## config.mk

```make
export PLATFORM = sky130hd
export DESIGN_NAME = pfir_top
export DESIGN_NICKNAME = d
export VERILOG_FILES = /design/src/rtl/pfir_pkg.sv /design/src/rtl/pfir_tap_line.sv /design/src/rtl/pfir_mul_bank.sv /design/src/rtl/pfir_add_tree.sv /design/src/rtl/pfir_top.sv
export SDC_FILE = /design/constraint.sdc
export NUM_CORES = 1
export LEC_CHECK = 0
export BUFFER_PORTS_ARGS = -buffer_cell sky130_fd_sc_hd__buf_2
export CAP_MARGIN = 20
export CORE_ASPECT_RATIO = 1.2
export CORE_UTILIZATION = 32
export DETAILED_ROUTE_END_ITERATION = 10
export GPL_ROUTABILITY_DRIVEN = 0
export SYNTH_ARGS = -nofsm -noshare
export SYNTH_HDL_FRONTEND = slang
export SYNTH_HIERARCHICAL = 1
export SYNTH_SLANG_ARGS = --single-unit
```

## constraint.sdc

```tcl
create_clock -name clk -period 3.9 [get_ports clk]
set_input_delay 0.39 -clock clk [delete_from_list [all_inputs] [get_ports clk]]
set_output_delay 0.39 -clock clk [all_outputs]
set_load 0.02 [all_outputs]
```

## src/rtl/pfir_pkg.sv

```systemverilog
package pfir_pkg;

  // Number of registered adder levels needed to reduce n products to one.
  function automatic int unsigned tree_levels(input int unsigned n);
    return (n <= 32'd1) ? 32'd0 : $clog2(n);
  endfunction

  // Number of nodes present at a given level of the pairwise tree.
  function automatic int unsigned nodes_at(input int unsigned n, input int unsigned lvl);
    return (n + (32'd1 << lvl) - 32'd1) >> lvl;
  endfunction

endpackage

```

## src/rtl/pfir_tap_line.sv

```systemverilog
module pfir_tap_line #(
  parameter int unsigned N_TAPS = 5,
  parameter int unsigned DATA_W = 8
) (
  input  logic                       clk,
  input  logic                       rst,
  input  logic                       shift,
  input  logic [DATA_W-1:0]          sample_i,
  output logic [N_TAPS*DATA_W-1:0]   taps_o
);

  logic [DATA_W-1:0] stage_q [N_TAPS];

  // Stage 0 already holds one register of delay; stage k holds k+1.
  always_ff @(posedge clk) begin
    if (rst) begin
      for (int k = 0; k < int'(N_TAPS); k++) stage_q[k] <= '0;
    end else if (shift) begin
      stage_q[0] <= sample_i;
      for (int k = 1; k < int'(N_TAPS); k++) stage_q[k] <= stage_q[k-1];
    end
  end

  for (genvar k = 0; k < int'(N_TAPS); k++) begin : g_out
    assign taps_o[k*DATA_W +: DATA_W] = stage_q[k];
  end

endmodule

```

## src/rtl/pfir_mul_bank.sv

```systemverilog
module pfir_mul_bank #(
  parameter int unsigned N_TAPS = 5,
  parameter int unsigned DATA_W = 8,
  parameter int unsigned COEF_W = 8,
  localparam int unsigned PROD_W = DATA_W + COEF_W
) (
  input  logic                       clk,
  input  logic                       rst,
  input  logic                       adv,
  input  logic [N_TAPS*DATA_W-1:0]   taps_i,
  input  logic [N_TAPS*COEF_W-1:0]   coef_i,
  output logic [N_TAPS*PROD_W-1:0]   prods_o
);

  for (genvar k = 0; k < int'(N_TAPS); k++) begin : g_mul
    logic [DATA_W-1:0]        tap_v;
    logic [COEF_W-1:0]        cf_v;
    logic signed [PROD_W-1:0] tap_x;
    logic signed [PROD_W-1:0] cf_x;
    logic signed [PROD_W-1:0] prod_q;

    assign tap_v = taps_i[k*DATA_W +: DATA_W];
    assign cf_v  = coef_i[k*COEF_W +: COEF_W];
    // Explicit sign extension to the full product width.
    assign tap_x = $signed({{COEF_W{tap_v[DATA_W-1]}}, tap_v});
    assign cf_x  = $signed({{DATA_W{cf_v[COEF_W-1]}}, cf_v});

    always_ff @(posedge clk) begin
      if (rst)      prod_q <= '0;
      else if (adv) prod_q <= tap_x * cf_x;
    end

    assign prods_o[k*PROD_W +: PROD_W] = prod_q;
  end

endmodule

```

## src/rtl/pfir_add_tree.sv

```systemverilog
module pfir_add_tree #(
  parameter int unsigned N_IN = 5,
  parameter int unsigned IN_W = 16,
  localparam int unsigned LEVELS = pfir_pkg::tree_levels(N_IN),
  localparam int unsigned OUT_W  = IN_W + LEVELS
) (
  input  logic                   clk,
  input  logic                   rst,
  input  logic                   adv,
  input  logic [N_IN*IN_W-1:0]   leaves_i,
  output logic [OUT_W-1:0]       sum_o
);

  // Level l has nodes_at(N_IN, l) nodes, each IN_W + l bits wide.
  for (genvar l = 0; l <= int'(LEVELS); l++) begin : g_lvl
    localparam int unsigned CUR = pfir_pkg::nodes_at(N_IN, l);
    localparam int unsigned NW  = IN_W + l;

    for (genvar j = 0; j < int'(CUR); j++) begin : g_nd
      logic [NW-1:0] val;

      if (l == 0) begin : g_leaf
        assign val = leaves_i[j*IN_W +: IN_W];
      end else begin : g_sum
        localparam int unsigned PREV = pfir_pkg::nodes_at(N_IN, l - 1);
        logic [NW-1:0] lhs;
        logic [NW-1:0] rhs;
        logic [NW-1:0] acc_q;

        assign lhs = {g_lvl[l-1].g_nd[2*j].val[NW-2], g_lvl[l-1].g_nd[2*j].val};
        if (2*j + 1 < int'(PREV)) begin : g_pair
          assign rhs = {g_lvl[l-1].g_nd[2*j+1].val[NW-2], g_lvl[l-1].g_nd[2*j+1].val};
        end else begin : g_odd
          // Odd leftover: registered and widened so it stays aligned.
          assign rhs = '0;
        end

        always_ff @(posedge clk) begin
          if (rst)      acc_q <= '0;
          else if (adv) acc_q <= lhs + rhs;
        end

        assign val = acc_q;
      end
    end
  end

  assign sum_o = g_lvl[LEVELS].g_nd[0].val;

endmodule

```

## src/rtl/pfir_top.sv

```systemverilog
module pfir_top #(
  parameter int unsigned N_TAPS = 5,
  parameter int unsigned DATA_W = 8,
  parameter int unsigned COEF_W = 8
) (
  input  logic                                                          clk,
  input  logic                                                          rst,
  input  logic                                                          in_valid,
  output logic                                                          in_ready,
  input  logic [DATA_W-1:0]                                             in_data,
  input  logic [N_TAPS*COEF_W-1:0]                                      coef,
  output logic                                                          out_valid,
  input  logic                                                          out_ready,
  output logic [DATA_W+COEF_W+pfir_pkg::tree_levels(N_TAPS)-1:0]        out_data
);

  localparam int unsigned LEVELS = pfir_pkg::tree_levels(N_TAPS);
  localparam int unsigned PROD_W = DATA_W + COEF_W;
  localparam int unsigned OUT_W  = PROD_W + LEVELS;
  localparam int unsigned LAT    = 2 + LEVELS;

  logic                       adv;
  logic [N_TAPS*DATA_W-1:0]   taps;
  logic [N_TAPS*PROD_W-1:0]   prods;
  logic [LAT-1:0]             vld_q;

  // Whole pipeline moves together whenever the output slot can change.
  assign adv      = out_ready || !vld_q[LAT-1];
  assign in_ready = adv;

  always_ff @(posedge clk) begin
    if (rst)      vld_q <= '0;
    else if (adv) vld_q <= {vld_q[LAT-2:0], in_valid};
  end

  pfir_tap_line #(
    .N_TAPS (N_TAPS),
    .DATA_W (DATA_W)
  ) u_taps (
    .clk      (clk),
    .rst      (rst),
    .shift    (adv && in_valid),
    .sample_i (in_data),
    .taps_o   (taps)
  );

  pfir_mul_bank #(
    .N_TAPS (N_TAPS),
    .DATA_W (DATA_W),
    .COEF_W (COEF_W)
  ) u_mul (
    .clk     (clk),
    .rst     (rst),
    .adv     (adv),
    .taps_i  (taps),
    .coef_i  (coef),
    .prods_o (prods)
  );

  logic [OUT_W-1:0] tree_sum;

  pfir_add_tree #(
    .N_IN (N_TAPS),
    .IN_W (PROD_W)
  ) u_tree (
    .clk      (clk),
    .rst      (rst),
    .adv      (adv),
    .leaves_i (prods),
    .sum_o    (tree_sum)
  );

  assign out_valid = vld_q[LAT-1];
  assign out_data  = tree_sum;

endmodule

```

==> results_dict.tcl <==
set metrics [dict create \
    dieHeight_um 299 \
    tightest_slew_ps 997 \
    cts_buffers 27 \
    path_clk_slew_ps 70 \
    ant_nets 0 \
    synth-edff-count 40 \
    outcome "finished, violations left" \
    timing.rr.end "u_mul/g_mul[2].prod_q[15]" \
    portBuffers 72 \
    pre_cts_ws_ps -359 \
    reg2reg_depth 15 \
    critical_path_arrival_ps 4660 \
    dr_wl_met3_um 1590 \
    syn_avg_cell_area_um2 9.32 \
    drt_iter0_markers 668 \
    drcViolationCount 0 \
    track_usage_pct 14.6 \
    final_core_util_pct 39.7 \
    fmax_mhz 235 \
    slew_viol_final 0 \
    finalCriticalPeriod_ps 4250 \
    overflow 0 \
    violations "negative setup slack" \
    clock_latency_ps 580 \
    crit_path_top_delay_cell "edfxtp_1" \
    ys_async_sr_fraction_pct 0 \
    syn_to_final_growth_pct 22.5 \
    top_layer_used "met5" \
    cts_tree "built" \
    antenna_found_initial 7 \
    m1WireLength_um 23700 \
    fin_tns_setup_ps -8070 \
    wl_per_cell_um 14.2 \
    start_util_pct 32.4 \
    critPathTopFamily "adder cells" \
    synth_ff_type "dfxtp_1" \
    syn-num-nets 3065 \
    grt_pass1_vias 18200 \
    cp.required_ps 4300 \
    hold_viol 0 \
    path_buf_inv 3 \
    placed_cells 3719 \
    num_rows 108 \
    reg2reg_from "u_taps/stage_q[0][22]" \
    die_x_um 249 \
    wirelength_um 53900 \
    worst-path-max-fanout 7 \
    dp_hpwl_um 42800 \
    postLayoutSetupSlackWorst_ps -353 \
    root_buffer "clkbuf_16" \
    drtPass1Iterations 4 \
    worstSetupPathType "reg2reg" \
    clock_sinks 228 \
    yosys_warnings 6 \
    stdcell_count 3801 \
    setup_viol 40 \
    peakVddDrop_v 0.000373 \
    critPathMaxStageDelay_ps 570 \
    cap_viol_max_count 0 \
    vias 17500 \
    synth_cells 2522 \
    leakage_nw 14.4 \
    critPathCaptureType "flip-flop" \
    ys_seq_elements 228 \
    synth.distinct_cells 82 \
    clock_path_buffers 3 \
    grt_pass1_wl_um 90400 \
    ctsHtreeMaxLevel 1 \
    max_slew_margin_pct 33.5 \
    min-delay-start "in_valid" \
    hold_path_class "in2reg" \
    routed_via_density 4.62 \
    core_area_mm2 0.0726 \
    power.density_mw_per_mm2 498 \
    grt_setup_unrepaired "true" \
    fin_area_mm2 0.0288 \
    ctsHoldBuffers 0 \
    grt_start_max_net_pins 157 \
    critPathLaunchType "flip-flop" \
    ioPinCount 73 \
    r2r_slack_ps -350 \
    placed_area_mm2 0.0269 \
    crit_path_cell_trace "nand2_2 -> fa_2 -> inv_1 -> fa_1 -> fa_1 -> inv_1 -> fa_1 -> inv_1 -> ha_1 -> a21oi_1 -> o21ai_2 -> o21ai_2 -> a32oi_2 -> a32oi_1 -> o31ai_1" \
    route.met2.wl_um 27600 \
    syn_area_mm2 0.0235 \
    yosysSeqAreaShare_pct 21.1 \
    die_area_mm2 0.0746 \
    drive_gt1_share_pct 21.9 \
    period_share_pct 109 \
    clock_skew_ps 28.6 \
    holdPathStages 3 \
    finalNetCount 3387 \
    holdPathEnd "vld_q[0]" \
]
## final cells by class
cell class / count / area, um^2
diodes: 2 / 5.00
well taps: 935 / 1170
multi-input cells: 1799 / 17500
clock buffers: 36 / 739
fillers: 7145 / 43800
flip-flops and latches: 228 / 4960
repair buffers: 352 / 2630
clock inverters: 13 / 124
inverters: 436 / 1640
## how the worst max path moves through the flow
stage | cells after the start | to | startpoint
2_1_floorplan | 15 | u_mul/g_mul[2].prod_q[10] | u_taps/stage_q[0][22]
3_3_place_gp | 16 | u_mul/g_mul[3].prod_q[15] | u_taps/stage_q[0][30]
3_5_place_dp | 15 | u_mul/g_mul[3].prod_q[12] | u_taps/stage_q[0][30]
4_1_cts | 16 | u_mul/g_mul[2].prod_q[15] | u_taps/stage_q[0][21]
5_1_grt | 15 | u_mul/g_mul[2].prod_q[15] | u_taps/stage_q[0][22]
6_report | 15 | u_mul/g_mul[2].prod_q[15] | u_taps/stage_q[0][22]
## synthesized netlist by cell type (29+ instances only)
cell type / number / area [um^2]
a21oi_1: 86 / 430
inv_1: 435 / 1630
a21o_1: 38 / 285
edfxtp_1: 40 / 1200
fa_1: 279 / 5590
nand2b_1: 29 / 181
nand2_1: 150 / 563
nor2_1: 173 / 649
ha_1: 212 / 2650
and3b_1: 32 / 280
clkbuf_1: 39 / 146
xor2_1: 29 / 254
nor2b_1: 41 / 257
dfxtp_1: 188 / 3760
o21ai_0: 69 / 345
mux2i_1: 108 / 1080
xnor2_1: 76 / 666
and2_1: 212 / 1330
## worst register-to-register path: stages, from the launching register on
cell	delay, ps
edfxtp_1	570
nand2_2	120
fa_2	570
inv_1	50
fa_1	480
fa_1	490
inv_1	50
fa_1	470
inv_1	40
ha_1	330
a21oi_1	210
o21ai_2	100
o21ai_2	190
a32oi_2	140
a32oi_1	210
o31ai_1	90
## flip-flops by register name, summed over array words and instances (netlist names)
| signal | cells |
|---|---|
| u_tree/g_lvl.g_nd.g_sum.acc_q | 84 |
| u_tree/sum_o | 19 |
| u_taps/stage_q | 40 |
| u_mul/g_mul.prod_q | 80 |
| vld_q | 5 |
## cell usage in the layout (no fill, tap or decap), drive strengths merged, types with 10 or more instances in the layout
cell	count
inv	440
buf	352
fa	279
and2	213
ha	212
dfxtp	188
nor2	173
nand2	150
mux2i	108
a21oi	87
xnor2	76
o21ai	76
nor2b	42
edfxtp	40
and3b	40
a21o	38
clkbuf	36
nand2b	29
xor2	29
a211oi	28
nand3	21
o31ai	14
nor3	13
o211ai	13
and3	11
a31oi	10
a32oi	10
## logic make-up after synthesis
logic type | Yosys count | synth area share [%]
multiplexers | 114 | 4.89
AO/OA/AOI/OAI | 347 | 9.98
AND/OR/NAND/NOR | 742 | 16.9
adder cells (fa/ha/maj) | 491 | 35.0
XOR/XNOR | 105 | 3.91
flip-flops | 228 | 21.1
buffers and inverters | 495 | 8.18
## where the power goes
group	switching [mW]	internal, mW	leakage, nW
Combinational	4.36	4.15	12.0
Sequential	0.381	2.96	1.99
Clock	1.07	1.41	0.419
Total	5.81	8.52	14.4
## timing repair
action | CTS | global route
buffers inserted | 23 | 9
gates resized for setup | 105 | 80
pin swaps | 90 | 61
gates cloned | 0 | 0
endpoints found under the setup margin | 40 | 44
## routing by layer
metal	GRT usage, %	vias to the layer above
met2	26.5	181
met5	0	-
li1	-	8875
met1	18.1	8409
met3	1.92	70
met4	3.42	12
## per-stage QoR
stage | power (mW) | hold slack [ps]
floorplan | 8.63 | 419
global placement | 11.0 | 438
detailed placement | 11.1 | 438
CTS | 14.1 | 69.9
global route | 15.7 | 118
finish | 14.3 | 97.5
Note: power is estimated with default switching activity, not from simulation.
